File: src/rtl/clkcfg_pkg.sv
package clkcfg_pkg;

  typedef enum logic [2:0] {
    ST_IDLE,
    ST_RX,
    ST_RXEND,
    ST_ACK,
    ST_TX,
    ST_TXACK,
    ST_TXNEXT,
    ST_WAIT
  } ctrlState_t;

  // Strobes from the sequencer to the datapath.
  typedef struct packed {
    logic shiftIn;   // shift bitVal into the receive register
    logic bitVal;    // sampled SDA level
    logic writeReg;  // store received byte into the indexed register
    logic loadTx;    // load the transmit shifter from the indexed register
    logic shiftTx;   // advance the transmit shifter by one bit
  } dpStrobe_t;

endpackage

File: src/rtl/clkcfg_sync.sv
module clkcfg_sync #(
  parameter int WIDTH  = 2,
  parameter int STAGES = 2
) (
  input  logic             clk,
  input  logic             rstN,
  input  logic [WIDTH-1:0] din,
  output logic [WIDTH-1:0] dout
);

  logic [STAGES-1:0][WIDTH-1:0] stg;

  always_ff @(posedge clk or negedge rstN) begin
    if (!rstN) begin
      stg <= '1;
    end else begin
      stg[0] <= din;
      for (int s = 1; s < STAGES; s++) begin
        stg[s] <= stg[s-1];
      end
    end
  end

  assign dout = stg[STAGES-1];

endmodule

File: src/rtl/clkcfg_i2c_ctrl.sv
module clkcfg_i2c_ctrl
  import clkcfg_pkg::*;
#(
  parameter logic [6:0] DEV_ADDR    = 7'h69,
  parameter int         NUM_REGS    = 4,
  parameter int         SYNC_STAGES = 2,
  parameter int         PTR_W       = $clog2(NUM_REGS + 1)
) (
  input  logic             clk,
  input  logic             rstN,
  input  logic             sclIn,
  input  logic             sdaIn,
  input  logic [7:0]       rxByte,
  input  logic             txBit,
  output dpStrobe_t        strb,
  output logic [PTR_W-1:0] regIdx,
  output logic             sdaOe
);

  localparam logic [PTR_W-1:0] PTR_END = PTR_W'(NUM_REGS);
  localparam logic [1:0]       PH_DATA = 2'd3;

  logic [1:0] lineS;
  logic sclS, sdaS, sclD, sdaD;
  logic sclRise, sclFall, startSeen, stopSeen;

  clkcfg_sync #(.WIDTH(2), .STAGES(SYNC_STAGES)) i_sync (
    .clk (clk),
    .rstN(rstN),
    .din ({sclIn, sdaIn}),
    .dout(lineS)
  );

  assign sclS = lineS[1];
  assign sdaS = lineS[0];

  always_ff @(posedge clk or negedge rstN) begin
    if (!rstN) begin
      sclD <= 1'b1;
      sdaD <= 1'b1;
    end else begin
      sclD <= sclS;
      sdaD <= sdaS;
    end
  end

  assign sclRise   = sclS & ~sclD;
  assign sclFall   = ~sclS & sclD;
  assign startSeen = sclS & sclD & sdaD & ~sdaS;
  assign stopSeen  = sclS & sclD & ~sdaD & sdaS;

  ctrlState_t       state, stateN;
  logic [2:0]       bitCnt, bitCntN;
  logic [1:0]       phase, phaseN;
  logic [PTR_W-1:0] ptr, ptrN;
  logic             readMode, readModeN;

  always_comb begin
    stateN       = state;
    bitCntN      = bitCnt;
    phaseN       = phase;
    ptrN         = ptr;
    readModeN    = readMode;
    strb         = '0;
    strb.bitVal  = sdaS;
    if (stopSeen) begin
      stateN = ST_IDLE;
    end else if (startSeen) begin
      stateN    = ST_RX;
      bitCntN   = 3'd0;
      phaseN    = 2'd0;
      ptrN      = '0;
      readModeN = 1'b0;
    end else begin
      unique case (state)
        ST_RX: if (sclRise) begin
          strb.shiftIn = 1'b1;
          if (bitCnt == 3'd7) stateN = ST_RXEND;
          else                bitCntN = bitCnt + 3'd1;
        end
        ST_RXEND: if (sclFall) begin
          if (phase == 2'd0) begin
            if (rxByte[7:1] == DEV_ADDR) begin
              stateN    = ST_ACK;
              readModeN = rxByte[0];
            end else begin
              stateN = ST_WAIT;
            end
          end else begin
            stateN = ST_ACK;
            if (phase == PH_DATA && ptr != PTR_END) strb.writeReg = 1'b1;
          end
        end
        ST_ACK: if (sclFall) begin
          bitCntN = 3'd0;
          if (phase != PH_DATA)    phaseN = phase + 2'd1;
          else if (ptr != PTR_END) ptrN   = ptr + PTR_W'(1);
          if (readMode) begin
            stateN      = ST_TX;
            strb.loadTx = 1'b1;
          end else begin
            stateN = ST_RX;
          end
        end
        ST_TX: if (sclFall) begin
          if (bitCnt == 3'd7) begin
            stateN = ST_TXACK;
          end else begin
            bitCntN      = bitCnt + 3'd1;
            strb.shiftTx = 1'b1;
          end
        end
        ST_TXACK: if (sclRise) begin
          stateN = sdaS ? ST_WAIT : ST_TXNEXT;
        end
        ST_TXNEXT: if (sclFall) begin
          bitCntN     = 3'd0;
          if (ptr != PTR_END) ptrN = ptr + PTR_W'(1);
          strb.loadTx = 1'b1;
          stateN      = ST_TX;
        end
        default: ;
      endcase
    end
  end

  always_ff @(posedge clk or negedge rstN) begin
    if (!rstN) begin
      state    <= ST_IDLE;
      bitCnt   <= 3'd0;
      phase    <= 2'd0;
      ptr      <= '0;
      readMode <= 1'b0;
    end else begin
      state    <= stateN;
      bitCnt   <= bitCntN;
      phase    <= phaseN;
      ptr      <= ptrN;
      readMode <= readModeN;
    end
  end

  assign regIdx = ptrN;
  assign sdaOe  = (state == ST_ACK) | ((state == ST_TX) & ~txBit);


  sda_change_scl_low_chk: assert property (@(posedge clk) disable iff (!rstN)
    !$stable(sdaOe) |-> !sclS);


  stop_goes_idle_chk: assert property (@(posedge clk) disable iff (!rstN)
    stopSeen |=> (state == ST_IDLE) && !sdaOe);


  tx_only_in_read_chk: assert property (@(posedge clk) disable iff (!rstN)
    (state == ST_TX) |-> readMode);

endmodule

File: src/rtl/clkcfg_i2c_data.sv
module clkcfg_i2c_data
  import clkcfg_pkg::*;
#(
  parameter int                        NUM_REGS     = 4,
  parameter int                        PTR_W        = $clog2(NUM_REGS + 1),
  parameter logic [NUM_REGS*8-1:0]     REG_DEFAULTS = '1
) (
  input  logic                  clk,
  input  logic                  rstN,
  input  dpStrobe_t             strb,
  input  logic [PTR_W-1:0]      regIdx,
  output logic [7:0]            rxByte,
  output logic                  txBit,
  output logic [NUM_REGS*8-1:0] regsFlat
);

  logic [7:0]                rxShift, txShift, readSel;
  logic [NUM_REGS-1:0][7:0]  regs;

  always_ff @(posedge clk or negedge rstN) begin
    if (!rstN)             rxShift <= 8'h00;
    else if (strb.shiftIn) rxShift <= {rxShift[6:0], strb.bitVal};
  end

  always_ff @(posedge clk or negedge rstN) begin
    if (!rstN) begin
      regs <= REG_DEFAULTS;
    end else if (strb.writeReg) begin
      for (int i = 0; i < NUM_REGS; i++) begin
        if (regIdx == PTR_W'(i)) regs[i] <= rxShift;
      end
    end
  end

  always_comb begin
    readSel = 8'hFF;
    for (int i = 0; i < NUM_REGS; i++) begin
      if (regIdx == PTR_W'(i)) readSel = regs[i];
    end
  end

  always_ff @(posedge clk or negedge rstN) begin
    if (!rstN)             txShift <= 8'hFF;
    else if (strb.loadTx)  txShift <= readSel;
    else if (strb.shiftTx) txShift <= {txShift[6:0], 1'b1};
  end

  assign rxByte   = rxShift;
  assign txBit    = txShift[7];
  assign regsFlat = regs;


  write_in_range_chk: assert property (@(posedge clk) disable iff (!rstN)
    strb.writeReg |-> (regIdx < PTR_W'(NUM_REGS)));

  generate
    for (genvar g = 0; g < NUM_REGS; g++) begin : g_regChk

      reg_changes_on_write_chk: assert property (@(posedge clk) disable iff (!rstN)
        !$stable(regs[g]) |-> $past(strb.writeReg));
    end
  endgenerate

endmodule

File: src/rtl/clkcfg_i2c_slave.sv
module clkcfg_i2c_slave
  import clkcfg_pkg::*;
#(
  parameter logic [6:0]            DEV_ADDR     = 7'h69,
  parameter int                    NUM_REGS     = 4,
  parameter int                    FSEL_W       = 4,
  parameter int                    SYNC_STAGES  = 2,
  parameter logic [NUM_REGS*8-1:0] REG_DEFAULTS = {{(NUM_REGS-1){8'hFF}}, 8'h03}
) (
  input  logic                        clk,
  input  logic                        rstN,
  input  logic                        sclIn,
  input  logic                        sdaIn,
  output logic                        sdaOe,
  output logic [FSEL_W-1:0]           freqSel,
  output logic [(NUM_REGS-1)*8-1:0]   clkEn
);

  localparam int PTR_W = $clog2(NUM_REGS + 1);

  dpStrobe_t             strb;
  logic [PTR_W-1:0]      regIdx;
  logic [7:0]            rxByte;
  logic                  txBit;
  logic [NUM_REGS*8-1:0] regsFlat;

  clkcfg_i2c_ctrl #(
    .DEV_ADDR   (DEV_ADDR),
    .NUM_REGS   (NUM_REGS),
    .SYNC_STAGES(SYNC_STAGES),
    .PTR_W      (PTR_W)
  ) i_ctrl (
    .clk   (clk),
    .rstN  (rstN),
    .sclIn (sclIn),
    .sdaIn (sdaIn),
    .rxByte(rxByte),
    .txBit (txBit),
    .strb  (strb),
    .regIdx(regIdx),
    .sdaOe (sdaOe)
  );

  clkcfg_i2c_data #(
    .NUM_REGS    (NUM_REGS),
    .PTR_W       (PTR_W),
    .REG_DEFAULTS(REG_DEFAULTS)
  ) i_data (
    .clk     (clk),
    .rstN    (rstN),
    .strb    (strb),
    .regIdx  (regIdx),
    .rxByte  (rxByte),
    .txBit   (txBit),
    .regsFlat(regsFlat)
  );

  assign freqSel = regsFlat[FSEL_W-1:0];
  assign clkEn   = regsFlat[NUM_REGS*8-1:8];

endmodule

File: config.mk
export PLATFORM = sky130hd
export DESIGN_NAME = clkcfg_i2c_slave
export DESIGN_NICKNAME = d
export VERILOG_FILES = /design/src/rtl/clkcfg_pkg.sv /design/src/rtl/clkcfg_sync.sv /design/src/rtl/clkcfg_i2c_ctrl.sv /design/src/rtl/clkcfg_i2c_data.sv /design/src/rtl/clkcfg_i2c_slave.sv
export SDC_FILE = /design/constraint.sdc
export NUM_CORES = 1
export LEC_CHECK = 0
export ABC_CLOCK_PERIOD_IN_PS = 3000
export BUFFER_PORTS_ARGS = -buffer_cell sky130_fd_sc_hd__clkbuf_2
export CAP_MARGIN = 0
export CORE_ASPECT_RATIO = 2
export CORE_UTILIZATION = 59
export DETAILED_ROUTE_END_ITERATION = 8
export MAX_ROUTING_LAYER = met4
export PLACE_DENSITY = 0.8
export SLEW_MARGIN = 25
export SYNTH_ARGS = -nofsm -noshare
export SYNTH_HDL_FRONTEND = slang
export SYNTH_HIERARCHICAL = 1
export SYNTH_SLANG_ARGS = --single-unit
File: constraint.sdc
create_clock -name clk -period 3 [get_ports clk]
set_input_delay 0.9 -clock clk [delete_from_list [all_inputs] [get_ports clk]]
set_output_delay 0.9 -clock clk [all_outputs]
set_load 0.02 [all_outputs]
## Word level (Yosys, flattened, before mapping)

Cells that the tools add are included.
W data, S select, Z words.

| word-level totals | value |
|---|---|
| flip-flop bits (word level) | 66 |
| bits of input ports | 4 |
| logic and storage cells | 139 |

| operators by class | value |
|---|---|
| $add $sub $neg | 3 |
| equal/unequal tests | 25 |
| multiplexer cells | 60 |
| bitwise gates (word level) | 15 |
| reduce and logical (&&, ||, !) cells | 21 |

Operators by type and width:

| operator | count |
|---|---|
| $mux W3 | 26 |
| $mux W8 | 6 |
| $ne A4 B1 Y1 const B | 8 |
| $mux W1 | 20 |
| $pmux W3 S6 | 1 |
| $reduce_bool A2 Y1 | 7 |
| $eq A3 B2 Y1 const B | 4 |
| $eq A3 B3 Y1 const B | 4 |
| $reduce_and A5 Y1 | 2 |
| $ne A3 B1 Y1 const B | 3 |
| $pmux W3 S3 | 1 |
| $reduce_and A9 Y1 | 1 |
| $and A1 B1 Y1 | 8 |
| $mux W2 | 4 |
| $reduce_and A2 Y1 | 4 |
| $reduce_bool A8 Y1 | 1 |
| $eq A7 B7 Y1 const B | 1 |
| $add A3 B1 Y3 const B | 2 |
| $eq A3 B1 Y1 const B | 2 |
| $not A1 Y1 | 6 |
| $pmux W3 S2 | 1 |
| $reduce_and A4 Y1 | 1 |
| $reduce_bool A4 Y1 | 1 |
| $logic_not A3 Y1 | 1 |
| 9 further kinds | 9 |

## Longest topological paths before layout

Gate-level depths: netlist (run 1).

| depth | value |
|---|---|
| depth after elaboration | 13 |
| depth in mapped cells | 12 |
| gate-level depth less buffers | 9 |

## By module

The synthesis (run 1) kept the hierarchy.

Modules (own cells, without submodules):

| module | instances | cells an instance | area an instance (sq um) | seq. area each (sq um) |
|---|---|---|---|---|
| clkcfg_i2c_data | 1 | 151 | 2173.3 | 1243.7 |
| clkcfg_i2c_ctrl | 1 | 123 | 1089.8 | 352.8 |
| clkcfg_sync | 1 | 6 | 120.1 | 105.1 |

## Worst setup path before layout (run 1)

Ideal clock, no wire load.

| path | value |
|---|---|
| path kind | reg2reg |
| from | reg i_ctrl.i_sync.stg (netlist bit i_ctrl/i_sync/dout[1]) |
| to | reg i_data.regs (netlist bit i_data/regsFlat[2]) |
| setup time | 125 ps |
| arrival | 2249 ps |
| required time | 2875 ps |
| setup slack | 626 ps |
| cell stages (with the launch flop) | 10 |
| path buffers | 2 |
| clock period less this slack | 2374 ps |
| cells stage by stage | dfstp_2 > buf_4 > buf_2 > nand2_1 > nor2_2 > a21oi_1 > a211oi_1 > nor2_1 > nor4b_4 > mux2_2 |

| between the ends | value |
|---|---|
| cells in the longest elaborated chain, start to end | 8 |

RTL lines:

| item | line | RTL |
|---|---|---|
| from (decl) | clkcfg_sync.sv:11 | `logic [STAGES-1:0][WIDTH-1:0] stg;` |
| from (signal, indexed assignment) | clkcfg_sync.sv:19 | `stg[s] <= stg[s-1];` |
| $not A1 Y1 | clkcfg_i2c_ctrl.sv:48 | `assign sclFall = ~sclS & sclD;` |
| $and A1 B1 Y1 | clkcfg_i2c_ctrl.sv:48 |  |
| $mux W3 (on tied branches) | clkcfg_i2c_ctrl.sv:116, clkcfg_i2c_ctrl.sv:94 |  |
| $pmux W3 S2 | clkcfg_i2c_ctrl.sv:75 | `unique case (state)` |
| $mux W3 | clkcfg_i2c_ctrl.sv:68 | `end else if (startSeen) begin` |
| $mux W3 * | clkcfg_i2c_ctrl.sv:66 | `if (stopSeen) begin` |
| named net regIdx[2] | clkcfg_i2c_slave.sv:22 | `logic [PTR_W-1:0] regIdx;` |
| $logic_not A3 Y1 * | clkcfg_i2c_data.sv:30 | `if (regIdx == PTR_W'(i)) regs[i] <= rxShift;` |
| $reduce_and A2 Y1 (no line) * | n/a |  |
| to (signal, indexed assignment) | clkcfg_i2c_data.sv:30 |  |
| to (decl) | clkcfg_i2c_data.sv:18 | `logic [NUM_REGS-1:0][7:0] regs;` |

Mark *: on every way through the listed nets, which the timed path passes. The rest lies on a longest branch.
A chain may end at the register's enable or synchronous reset.

## Worst setup path after layout (run 1)

| path | value |
|---|---|
| from | reg i_ctrl.i_sync.stg (netlist bit i_ctrl/i_sync/dout[1]) |
| to | reg i_data.regs (netlist bit i_data/regsFlat[21]) |

| between the ends | value |
|---|---|
| cells in the longest elaborated chain, start to end | 8 |

RTL lines:

| item | line |
|---|---|
| $not A1 Y1 | clkcfg_i2c_ctrl.sv:48 |
| $and A1 B1 Y1 | clkcfg_i2c_ctrl.sv:48 |
| $mux W3 (on tied branches) | clkcfg_i2c_ctrl.sv:116, clkcfg_i2c_ctrl.sv:94 |
| $pmux W3 S2 | clkcfg_i2c_ctrl.sv:75 |
| $mux W3 | clkcfg_i2c_ctrl.sv:68 |
| $mux W3 * | clkcfg_i2c_ctrl.sv:66 |
| named net regIdx[1] | clkcfg_i2c_slave.sv:22 |
| $eq A3 B2 Y1 * | clkcfg_i2c_data.sv:30 |
| $reduce_and A2 Y1 (no line) * | n/a |

Marked as above.

==> impl_metrics.yaml, run 1 <==
grt:
  number_of_global_route_vias_before_repair: 2349
  grtUsageTotal: 0.274
  grt_start_max_net_pins: 67
  grt-ovfl-total: 0
  grt_antenna_before_repair: 0
  grt_pass1_wl_um: 11700
clocking:
  clock_tree_root_buffer_cell: "clkbuf_8"
  cts-root-to-sink-buffers: 2
  clock_pin_slew_on_the_worst_setup_and_hold_paths_ps: 60
  cts_resized: 0
  post_cts_hold_buffer_count: 0
  post-cts-setup-buffers: 0
  tritoncts: "built"
  total_clock_buffers_created_by_cts: 9
  clk-insertion-delay-late_ps: 350
  htree_levels: 3
  cts.sinks: 66
sta:
  final_number_of_max_transition_violations: 0
  worstMarginPinSlew_ps: 955
  period_needed_ps: 2750
  min_period_over_period: 0.915
  max_freq_mhz: 364
  rsz0062_at_grt: "false"
  totalNegativeSetupSlack_ps: 0
  final.setup.worst_slack_ps: 254
  finalSetupViolCount: 0
  whs_ps: 356
  clock_skew_ps: 9.00
  finalHoldViolCount: 0
  worst_case_headroom_to_the_max_slew_limit: 0.358
die:
  die-area_um2: 6060
  initial_core_util: 0.619
  num_rows: 38
  die_x_um: 55.5
  core_area_um2: 5470
  design.portCount: 33
  die_h_um: 109
setup_path:
  path_cells: "nand3b_4, a21oi_2, o31ai_1, nor4bb_2, buf_4, mux2_2"
  required_ps: 3270
  cpLargestDelayFamily: "compound AO/OA/AOI/OAI gates"
  crit_buf_inv: 1
  worst_path_max_delay_cell: "o31ai_1"
  end_kind: "flip-flop"
  critical_path.max_stage_delay_ps: 820
  worstSetupPathType: "flip-flop to flip-flop"
  worstSetupStartpointType: "flip-flop"
  crit_arrival_ps: 3020
  crit_fanout: 11
synthesis:
  asyncSetResetFlopFracSynth: 1.00
  number_of_distinct_library_cells_after_synthesis: 48
  netlist_instances: 280
  ys_ff_latch: 66
  yosys_most_used_dff: "dfstp_2"
  synth-edff-count: 0
  synth-seq-area-share: 0.503
  yosys_warnings: 6
  average_cell_area_after_synthesis_um2: 12.1
  synth_fp_nets: 290
  mappedNetlistArea_um2: 3380
outcome:
  run_status: "finished clean"
layout:
  area_growth_from_synthesis_to_final_layout_pct: 12.7
  post-route-cell-area_um2: 3810
  area_used_by_multi_input_combinational_logic_um2: 1540
  finish.net_count: 329
  area_taken_by_flip_flops_and_latches_um2: 1700
  fillCellCount: 422
  num_antenna_cells: 0
  layout.cells.most_common: "mux2_2"
  most-common-layout-cells: "mux2_2 (55), dfstp_2 (40), clkbuf_2 (32)"
  final_layout_size_suffix_gt1_frac: 0.515
hold_path:
  worstHoldPathType: "flip-flop to flip-flop"
power:
  power_per_cell_area_nw_per_um2: 536
  p_leak_nw: 1.71
  peakVddDrop_uv: 512
  total_power_mw: 2.04
placed_design:
  place.gp.congestion: 0.922
  detailedPlacementHpwl_um: 5210
  dpl_worst_slack_ps: 267
  placed_area_um2: 3630
  numPortBuffers: 32
route:
  ant_nets: 0
  wirelength_met1_um: 2620
  wl_met2_um: 4110
  routed_wire_length_per_instance_um: 18.8
  drcViolationCount: 0
  detailroute.wirelength.met3_um: 173
  total_number_of_vias: 2285
  vias_per_cell: 5.95
  initialDrtViolationCount: 105
  top_signal_layer_used: "met4"
  finalWirelength_um: 7200
  detail_route.first_pass.iterations: 4
run:
  timing.max_cap.violations: 0
==> stage by stage <==
stage,util,instances
5_1_grt,0.697,384
2_1_floorplan,-,280
4_1_cts,0.697,384
6_report,0.697,384
3_5_place_dp,0.663,368
3_3_place_gp,0.663,368
==> sequential cells by signal (all words and copies together), names as in the netlist <==
register / count
i_data/regsFlat: 32
i_data/rxByte: 8
i_data/txShift: 8
i_ctrl/bitCnt: 3
i_ctrl/ptr: 3
i_ctrl/state: 3
i_ctrl/i_sync/dout: 2
i_ctrl/i_sync/stg: 2
i_ctrl/phase: 2
i_ctrl/readMode: 1
i_ctrl/sclD: 1
i_ctrl/sdaD: 1
==> cell type report <==
type | count | area share
multi-input combinational | 186 | 0.405
sequential | 66 | 0.446
tap | 60 | 0.0197
clock inverter | 2 | 0.00328
clock buffer | 14 | 0.0453
timing repair buffer | 47 | 0.0715
inverter | 9 | 0.00886
==> kinds of logic after synthesis <==
family | count (synthesis) | synth area share
multiplexers | 62 | 0.207
AND/OR/NAND/NOR | 71 | 0.129
AO/OA/AOI/OAI | 44 | 0.0884
buffers and inverters | 28 | 0.0433
XOR/XNOR | 3 | 0.00777
flip-flops | 66 | 0.503
adder cells (fa/ha/maj) | 6 | 0.0222
==> where the power goes <==
part / leakage, nW / internal, mW / switching (mW)
Sequential: 0.767 / 0.956 / 0.0672
Combinational: 0.855 / 0.148 / 0.187
Clock: 0.0927 / 0.367 / 0.319
==> final timing paths <==
kind	to	cells past startpoint	from	slack, ps
max reg2reg	i_data/regsFlat[21]$_DFFE_PN1P_	6	i_ctrl/i_sync/dout[1]$_DFF_PN1_	250
min reg2reg	i_ctrl/i_sync/dout[0]$_DFF_PN1_	0	i_ctrl/i_sync/stg[0]$_DFF_PN1_	360
min	i_ctrl/i_sync/dout[0]$_DFF_PN1_	0	i_ctrl/i_sync/stg[0]$_DFF_PN1_	360
max	i_data/regsFlat[21]$_DFFE_PN1P_	6	i_ctrl/i_sync/dout[1]$_DFF_PN1_	250
min in group asynchronous	i_ctrl/phase[0]$_DFFE_PN0P_	2	rstN	720
max in group asynchronous	i_data/rxByte[5]$_DFFE_PN0P_	2	rstN	1740
==> synthesized netlist by cell type (2+ instances only) <==
cell / n / area (µm²)
nand3b_1: 5 / 37.5
buf_2: 8 / 40.0
o22ai_1: 8 / 50.1
nand2b_1: 5 / 31.3
a21oi_1: 8 / 40.0
clkbuf_1: 3 / 11.3
inv_1: 8 / 30.0
dfrtp_1: 26 / 651
o21ai_0: 4 / 20.0
nor3_1: 2 / 10.0
nand2_1: 14 / 52.6
dfstp_2: 40 / 1050
o31ai_1: 3 / 22.5
nor4bb_1: 2 / 20.0
mux2_2: 55 / 619
a311oi_1: 2 / 17.5
nor4b_1: 2 / 17.5
nand3_1: 4 / 20.0
ha_1: 6 / 75.1
xnor2_1: 3 / 26.3
mux2i_1: 5 / 50.1
buf_4: 6 / 45.0
mux2_4: 2 / 30.0
nor4_1: 3 / 18.8
nor2b_1: 10 / 62.6
nand4b_1: 2 / 17.5
a211oi_1: 9 / 67.6
nor2_1: 15 / 56.3
==> per-layer routing <==
metal / vias up / global-route usage
met5: - / -
met4: 0 / 0.193
met3: 18 / 0.0427
met2: 42 / 0.488
met1: 1138 / 0.267
li1: 1087 / -
Note: power is estimated with default switching activity, not from simulation.
==> run 2: changes to the inputs <==
- MAX_ROUTING_LAYER: met4 -> default
==> impl_metrics.yaml, run 2 (synthesized netlist as in run 1, its figures left out) <==
clocking:
  total_clock_buffers_created_by_cts: 9
  htree_levels: 3
  cts-root-to-sink-buffers: 2
  cts_resized: 0
  cts.sinks: 66
  clock_pin_slew_on_the_worst_setup_and_hold_paths_ps: 70
  clk-insertion-delay-late_ps: 340
  tritoncts: "built"
  clock_tree_root_buffer_cell: "clkbuf_8"
  post_cts_hold_buffer_count: 0
  post-cts-setup-buffers: 0
layout:
  max_ffs_per_register: 32
  fillCellCount: 418
  area_growth_from_synthesis_to_final_layout_pct: 13.1
  layout.cells.most_common: "mux2_2"
  area_taken_by_flip_flops_and_latches_um2: 1700
  final_instance_count_excl_fillers: 384
  area_used_by_multi_input_combinational_logic_um2: 1540
  most-common-layout-cells: "mux2_2 (55), dfstp_2 (40), clkbuf_2 (32)"
  final_layout_size_suffix_gt1_frac: 0.512
  num_antenna_cells: 0
  post-route-cell-area_um2: 3820
  finish.net_count: 329
grt:
  number_of_global_route_vias_before_repair: 2350
  grt_pass1_wl_um: 11700
  grtUsageTotal: 0.263
  grt_start_max_net_pins: 67
  grt_antenna_before_repair: 0
  grt-ovfl-total: 0
setup_path:
  crit_fanout: 7
  worst_path_max_delay_cell: "o31ai_1"
  end_kind: "flip-flop"
  cpLargestDelayFamily: "compound AO/OA/AOI/OAI gates"
  path_cells: "nand2b_1, a21oi_2, o31ai_1, nor4bb_2, buf_4, mux2_2"
  critical_path.max_stage_delay_ps: 830
  required_ps: 3270
  worstSetupPathType: "flip-flop to flip-flop"
  worstSetupStartpointType: "flip-flop"
  crit_buf_inv: 1
  crit_arrival_ps: 3000
sta:
  clock_skew_ps: 8.45
  totalNegativeSetupSlack_ps: 0
  final.setup.worst_slack_ps: 274
  period_needed_ps: 2730
  max_freq_mhz: 367
  finalSetupViolCount: 0
  final_number_of_max_transition_violations: 0
  min_period_over_period: 0.909
  rsz0062_at_grt: "false"
  finalHoldViolCount: 0
  worst_case_headroom_to_the_max_slew_limit: 0.350
  worstMarginPinSlew_ps: 967
die:
  initial_core_util: 0.619
  die_h_um: 109
  num_rows: 38
  die-area_um2: 6060
  die_x_um: 55.5
  design.portCount: 33
  core_area_um2: 5470
route:
  routed_wire_length_per_instance_um: 18.5
  detail_route.first_pass.iterations: 5
  finalWirelength_um: 7090
  ant_nets: 0
  vias_per_cell: 5.98
  initialDrtViolationCount: 119
  total_number_of_vias: 2296
  drcViolationCount: 0
power:
  power_per_cell_area_nw_per_um2: 550
  peakVddDrop_uv: 507
  p_leak_nw: 1.72
placed_design:
  detailedPlacementHpwl_um: 5160
  numPortBuffers: 32
  dpl_worst_slack_ps: 351
  dp_cells: 368
  placed_area_um2: 3630
  place.gp.congestion: 0.893
outcome:
  run_status: "finished clean"
hold_path:
  worstHoldPathType: "flip-flop to flip-flop"
run:
  timing.max_cap.violations: 0
run 2: changes by cell type in the layout (fill, tap and decap cells not counted), sizes merged:
cell	change
bufinv	+1
clkinvlp	-1
run 2: area by class of cell:
cell class	count	share of cell area
flip-flops and latches	66	0.445
multi-input cells	186	0.404
repair buffers	47	0.0713
clock buffers	14	0.0425
well taps	60	0.0196
clock inverters	2	0.00916
inverters	9	0.00883
run 2: power by group:
| group | switching (mW) | total (mW) | internal (mW) |
|---|---|---|---|
| Sequential | 0.0697 | 1.03 | 0.956 |
| Clock | 0.314 | 0.743 | 0.429 |
| Combinational | 0.187 | 0.335 | 0.148 |
| Total | 0.571 | 2.10 | 1.53 |
run 2: worst paths after layout:
check / startpoint / to / slack [ps] / depth (start not counted)
max reg2reg: i_ctrl/state[0]$_DFFE_PN0P_ / i_data/regsFlat[23]$_DFFE_PN1P_ / 270 / 6
max: i_ctrl/state[0]$_DFFE_PN0P_ / i_data/regsFlat[23]$_DFFE_PN1P_ / 270 / 6
min: i_ctrl/i_sync/stg[0]$_DFF_PN1_ / i_ctrl/i_sync/dout[0]$_DFF_PN1_ / 360 / 0
max in group asynchronous: rstN / i_data/rxByte[7]$_DFFE_PN0P_ / 1750 / 2
min reg2reg: i_ctrl/i_sync/stg[0]$_DFF_PN1_ / i_ctrl/i_sync/dout[0]$_DFF_PN1_ / 360 / 0
min in group asynchronous: rstN / i_ctrl/phase[1]$_DFFE_PN0P_ / 720 / 2
run 2: metal layers:
metal,share of wire,GRT usage
met4,0.038,0.159
met3,0.026,0.0676
met5,0,0
met1,0.37,0.274
met2,0.56,0.469
run 2: per-stage QoR:
stage          hold slack [ps]  utilization  power [mW]
2_1_floorplan              345            -        1.28
3_3_place_gp               351        0.663        1.36
3_5_place_dp               349        0.663        1.38
4_1_cts                    359        0.700        2.13
5_1_grt                    366        0.700        2.22
6_report                   358        0.700        2.10
